===== config.mk =====
export PLATFORM = sky130hd
export DESIGN_NAME = range_window_det
export DESIGN_NICKNAME = d
export VERILOG_FILES = /design/src/rtl/rdet_pkg.sv /design/src/rtl/rdet_eval.sv /design/src/rtl/rdet_pick.sv /design/src/rtl/range_window_det.sv
export SDC_FILE = /design/constraint.sdc
export NUM_CORES = 1
export LEC_CHECK = 0
export CELL_PAD_IN_SITES_DETAIL_PLACEMENT = 0
export CELL_PAD_IN_SITES_GLOBAL_PLACEMENT = 2
export CORE_MARGIN = 2
export CORE_UTILIZATION = 24
export CTS_CLUSTER_SIZE = 12
export DETAILED_ROUTE_END_ITERATION = 6
export PLACE_DENSITY = 0.88
export SLEW_MARGIN = 25
export SYNTH_ARGS = -nofsm -noshare
export SYNTH_HDL_FRONTEND = slang
export SYNTH_HIERARCHICAL = 1
export SYNTH_SLANG_ARGS = --single-unit

===== constraint.sdc =====
create_clock -name clk -period 6 [get_ports clk]
set_clock_uncertainty 0.1 [all_clocks]
set_input_delay 1.2 -clock clk [delete_from_list [all_inputs] [get_ports clk]]
set_output_delay 1.2 -clock clk [all_outputs]
set_load 0.1 [all_outputs]

===== src/rtl/rdet_pkg.sv =====
package rdet_pkg;

    localparam int CODE_W = 12;

    typedef enum logic [1:0] {
        COND_UNDER  = 2'd0,
        COND_WINDOW = 2'd1,
        COND_OVER   = 2'd2,
        COND_ESCAPE = 2'd3
    } cond_e;

endpackage


===== src/rtl/rdet_eval.sv =====
module rdet_eval
    import rdet_pkg::*;
#(
    parameter int DW = CODE_W
) (
    input  logic          sign_en,
    input  cond_e         cond,
    input  logic [DW-1:0] lo,
    input  logic [DW-1:0] hi,
    input  logic [DW-1:0] code,
    output logic          met
);

    logic below_lo;
    logic below_hi;
    logic above_hi;

    always_comb begin
        if (sign_en) begin
            below_lo = $signed(code) < $signed(lo);
            below_hi = $signed(code) < $signed(hi);
            above_hi = $signed(code) > $signed(hi);
        end else begin
            below_lo = code < lo;
            below_hi = code < hi;
            above_hi = code > hi;
        end

        unique case (cond)
            COND_UNDER:  met = below_lo;
            COND_WINDOW: met = !below_lo && below_hi;
            COND_OVER:   met = above_hi;
            COND_ESCAPE: met = below_lo || !below_hi;
            default:     met = 1'b0;
        endcase
    end

endmodule


===== src/rtl/rdet_pick.sv =====
module rdet_pick #(
    parameter int NSLOT = 3,
    parameter int SW    = $clog2(NSLOT + 1)
) (
    input  logic [SW-1:0]    sel,
    input  logic [NSLOT-1:0] met_all,
    output logic [NSLOT-1:0] pick_oh,
    output logic             met_sel
);

    for (genvar k = 0; k < NSLOT; k++) begin : g_dec
        assign pick_oh[k] = (sel == SW'(k + 1));
    end

    assign met_sel = |(pick_oh & met_all);

endmodule


===== src/rtl/range_window_det.sv =====
module range_window_det
    import rdet_pkg::*;
#(
    parameter int DW    = CODE_W,
    parameter int NSLOT = 3
) (
    input  logic                clk,
    input  logic                rst_n,
    input  logic                sign_en,
    input  logic                smp_vld,
    input  logic [DW-1:0]       smp_code,
    input  logic [1:0]          smp_sel,
    input  logic [2*NSLOT-1:0]  lim_cond,
    input  logic [DW*NSLOT-1:0] lim_lo,
    input  logic [DW*NSLOT-1:0] lim_hi,
    input  logic [NSLOT-1:0]    sticky_clr,
    output logic                hit,
    output logic                res_vld,
    output logic [NSLOT-1:0]    sticky
);

    localparam int SW = 2;

    typedef struct packed {
        logic             hit;
        logic             vld;
        logic [NSLOT-1:0] stk;
    } state_t;

    state_t           st_d;
    state_t           st_q;
    logic [NSLOT-1:0] met_all;
    logic [NSLOT-1:0] pick_oh;
    logic             met_sel;

    for (genvar k = 0; k < NSLOT; k++) begin : g_slot
        rdet_eval #(.DW(DW)) u_eval (
            .sign_en (sign_en),
            .cond    (cond_e'(lim_cond[2*k +: 2])),
            .lo      (lim_lo[DW*k +: DW]),
            .hi      (lim_hi[DW*k +: DW]),
            .code    (smp_code),
            .met     (met_all[k])
        );
    end

    rdet_pick #(.NSLOT(NSLOT), .SW(SW)) u_pick (
        .sel     (smp_sel),
        .met_all (met_all),
        .pick_oh (pick_oh),
        .met_sel (met_sel)
    );

    always_comb begin
        st_d     = st_q;
        st_d.vld = smp_vld;
        st_d.hit = smp_vld && met_sel;
        st_d.stk = (st_q.stk & ~sticky_clr)
                 | ({NSLOT{smp_vld}} & pick_oh & met_all);
    end

    always_ff @(posedge clk) begin
        if (!rst_n) st_q <= '0;
        else        st_q <= st_d;
    end

    assign hit     = st_q.hit;
    assign res_vld = st_q.vld;
    assign sticky  = st_q.stk;

    AST_VLD_FOLLOWS: assert property (@(posedge clk) disable iff (!rst_n)
        smp_vld |=> res_vld);
    AST_HIT_NEEDS_VLD: assert property (@(posedge clk) disable iff (!rst_n)
        hit |-> res_vld);
    AST_OFF_NO_HIT: assert property (@(posedge clk) disable iff (!rst_n)
        (smp_vld && smp_sel == 2'd0) |=> !hit);

    for (genvar k = 0; k < NSLOT; k++) begin : g_chk
        AST_STICKY_SRC: assert property (@(posedge clk) disable iff (!rst_n)
            $rose(sticky[k]) |-> $past(smp_vld && smp_sel == SW'(k + 1)));
        AST_STICKY_HOLD: assert property (@(posedge clk) disable iff (!rst_n)
            (sticky[k] && !sticky_clr[k]) |=> sticky[k]);
        AST_STICKY_CLR: assert property (@(posedge clk) disable iff (!rst_n)
            (sticky_clr[k] && !smp_vld) |=> !sticky[k]);
    end

endmodule


==> metrics.md <==
| Metric | Value |
|---|---|
| Mean Syn Cell Area | `between 7 and 8 µm²` |
| Worst setup EP type | `flop` |
| Placed cell areas | `0.00338 mm²` |
| ANT nets after route | `0` |
| WL final | `about 6.8 mm` |
| DR WL/cell | `roughly 13 µm` |
| Core Area | `approximately 0.0091 mm²` |
| Mapped Area | `0.00221 mm²` |
| Placed cell count | `514` |
| CTS max path bufs | `2` |
| Finished layout cell area | `between 0.003 and 0.004 mm²` |
| Unique cell type count in the Yosys netlist | `32` |
| Synth top cells by count | `inv_1 (75), ha_1 (69), a21oi_1 (18), nand2_1 (18), nand4_1 (18)` |
| CP peak stage delay | `around 0.67 ns` |
| Max Cap Viol | `0` |
| Asr flop ratio synth | `0%` |
| Via density | `approximately 4.6` |
| Worst EP required | `roughly 6 ns` |
| Register area share after synthesis | `roughly 4.5%` |
| Mapped Cells | `300` |
| Top cells by area, synth | `ha_1 (39%), inv_1 (13%), nand4_1 (5.1%)` |
| Unrepaired setup endpoints after global routing | `no` |
| Setup violators final | `0` |
| Num rows | `35` |
| CP arrival | `roughly 4.4 ns` |
| CP Cell Sequence | `clkdlybuf4s50_1 -> ha_1 -> a211o_1 -> o211ai_2 -> a32oi_1 -> and4b_4 -> o2111a_1 -> or4_1 -> mux2_1 -> a22o_1 -> and3_1` |
| CTS Root Cell | `clkbuf_8` |
| GR Overflow Total | `0` |
| HPWL Detailed | `roughly 5.8 mm` |
| CTS buffer count | `3` |
| First-pass GRT wire length | `between 10 and 15 mm` |
| ANT cells | `0` |
| Rel. slew slack | `around a third` |
| Syn-to-layout area delta | `54.9%` |
| Routability cong. | `about 0.86` |
| P_leak | `~1.8 nW` |
| CTS tree | `done` |
| Worst setup path endpoint | `hit$_SDFF_PN0_` |
| Synth Warn # | `6` |
| Crit path launch type | `input port` |
| Initial antenna violation count | `0` |
| Peak supply drop | `roughly 0.048 mV` |
| Full die area | `0.0100 mm²` |
| Worst-path clk slew | `0.04 ns` |
| Register-to-Register Path Depth | `2` |
| First drt pass iteration count | `6` |
| Layout cell share with drive strength beyond 1 | `around 4.7%` |
| Synthesized net count | `around 470` |
| Final Hold Viols | `0` |
| Drt initial violations | `49` |
| Number of synthesized register bits | `5` |
| Die Width | `between 100 and 150 µm` |
| Crit Path Class | `input port to flop` |
| Clk Latency, worst-skew pair | `0.22 ns` |
| Worst path bufs/invs | `1` |
| Vias in the first global route | `approximately 2.5k` |
| CTS H-tree depth | `1` |
| Hold Path Depth | `2` |
| Post-synth top area cell | `ha_1` |
| Hold Buf Count CTS | `0` |
| Post-synth EDFFs | `0` |
| Setup_tns | `0 ns` |
| R2r endpoint | `sticky[1]$_SDFF_PN0_` |
| Final worst slack | `1.63 ns` |
| PD cells | `between 90 and 100 mW/mm²` |
| R2R Setup Slk | `approximately 5.3 ns` |
| I/O pin cnt | `between 100 and 150` |
| Routed via count | `roughly 2.4k` |
| Fmax | `between 0.2 and 0.25 GHz` |
| Starting Density | `between 20% and 30%` |
| Residual DRC | `0` |
| Die Ht | `100 µm` |
| Post-route insts no fill | `between 500 and 600` |
| Total GRT Usage | `a little over an eighth` |
| Total chip power | `328 µW` |
| IO Port Bufs | `slightly above 100` |
| # resized after CTS | `0` |
| Pre-CTS setup slack | `about 1.4 ns` |
| Final #Nets | `between 500 and 600` |
| CP max stage cell | `clkdlybuf4s50_1` |
| HP Class | `flop to flop` |
| Post-layout min period | `approximately 4.4 ns` |
| WP depth | `11` |
| Clock sinks | `5` |
| Critical R2R Launch | `sticky[1]$_SDFF_PN0_` |
| Synth top area share | `about two fifths` |
| Worst Tran Pin Value | `around 0.97 ns` |
| Crit Path Max Fanout | `6` |
| Most numerous cell in the Yosys netlist | `inv_1` |
| Crit path from | `smp_code[5]` |
| Tcrit/Tclk final | `between 70 and 80%` |
| Status | `finished, final reports clean` |
| Top FF cell, synth | `dfxtp_1` |
| Crit path max-delay family | `simple AND/OR/NAND/NOR gates` |
| Largest net degree at the start of global routing | `10` |
| Final slew viol count | `0` |
| Setup bufs post-CTS | `0` |
==> worst min-delay path by stage <==
stage,from,endpoint,slack [ns]
2_1_floorplan,sticky[0]$_SDFF_PN0_,sticky[0]$_SDFF_PN0_,0.84
3_3_place_gp,sticky[1]$_SDFF_PN0_,sticky[1]$_SDFF_PN0_,0.36
3_5_place_dp,sticky[2]$_SDFF_PN0_,sticky[2]$_SDFF_PN0_,0.37
4_1_cts,sticky[2]$_SDFF_PN0_,sticky[2]$_SDFF_PN0_,0.38
5_1_grt,sticky[1]$_SDFF_PN0_,sticky[1]$_SDFF_PN0_,0.39
6_report,sticky[2]$_SDFF_PN0_,sticky[2]$_SDFF_PN0_,0.37
==> metrics by stage <==
stage | hold slack, ns | utilization, %
after floorplan | 0.837 | -
after global placement | 0.364 | 37.1
after detailed placement | 0.367 | 37.1
after CTS | 0.377 | 37.6
after global routing | 0.393 | 37.6
final | 0.373 | 37.6
==> cell type report <==
type | instances | area [µm²]
Clock buffer | 4 | 45.0
Fill cell | 961 | 5680
Multi-Input combinational cell | 220 | 1830
Timing Repair Buffer | 103 | 1030
Inverter | 75 | 282
Tap cell | 111 | 139
Sequential cell | 5 | 100
==> layout by cell type, fill, tap and decap left out, types with 5 or more instances in the layout <==
master and count:
a211oi_1 6, a21o_1 9, a21oi_1 18, clkdlybuf4s50_1 103, dfxtp_1 5, ha_1 69
inv_1 75, nand2_1 18, nand4_1 18, nor2_1 6, nor2b_1 12, nor3_1 9
or2_2 6
==> worst min-delay path, cell delays in order, from the launching register on <==
cell and delay, ns:
dfxtp_1 0.30, nand3b_1 0.08, nand2_1 0.05
==> routing by layer <==
layer,GRT usage (%),up-vias,part of all wire [%]
li1,-,1275,-
met1,17.3,1021,47
met2,24.6,69,47
met3,1.46,6,5.1
met4,2.42,0,0.75
met5,0,-,0
==> report_power, final <==
group	switching [mW]	internal (mW)	total, mW
Sequential	0.000582	0.0350	0.0356
Combinational	0.106	0.122	0.229
Clock	0.0180	0.0458	0.0638
Total	0.125	0.203	0.328
==> cell families after synthesis <==
family                   count (synthesis)  share of synthesized area (%)
multiplexers                             1                          0.509
AND/OR/NAND/NOR                         86                           22.8
flip-flops                               5                           4.53
adder cells (fa/ha/maj)                 69                           39.0
AO/OA/AOI/OAI                           64                           20.4
buffers and inverters                   75                           12.7
==> flip-flops by register name, summed over array words and instances (netlist names) <==
| register | cells |
|---|---|
| res_vld | 1 |
| hit | 1 |
| sticky | 3 |
(Power assumes the default switching activity.)
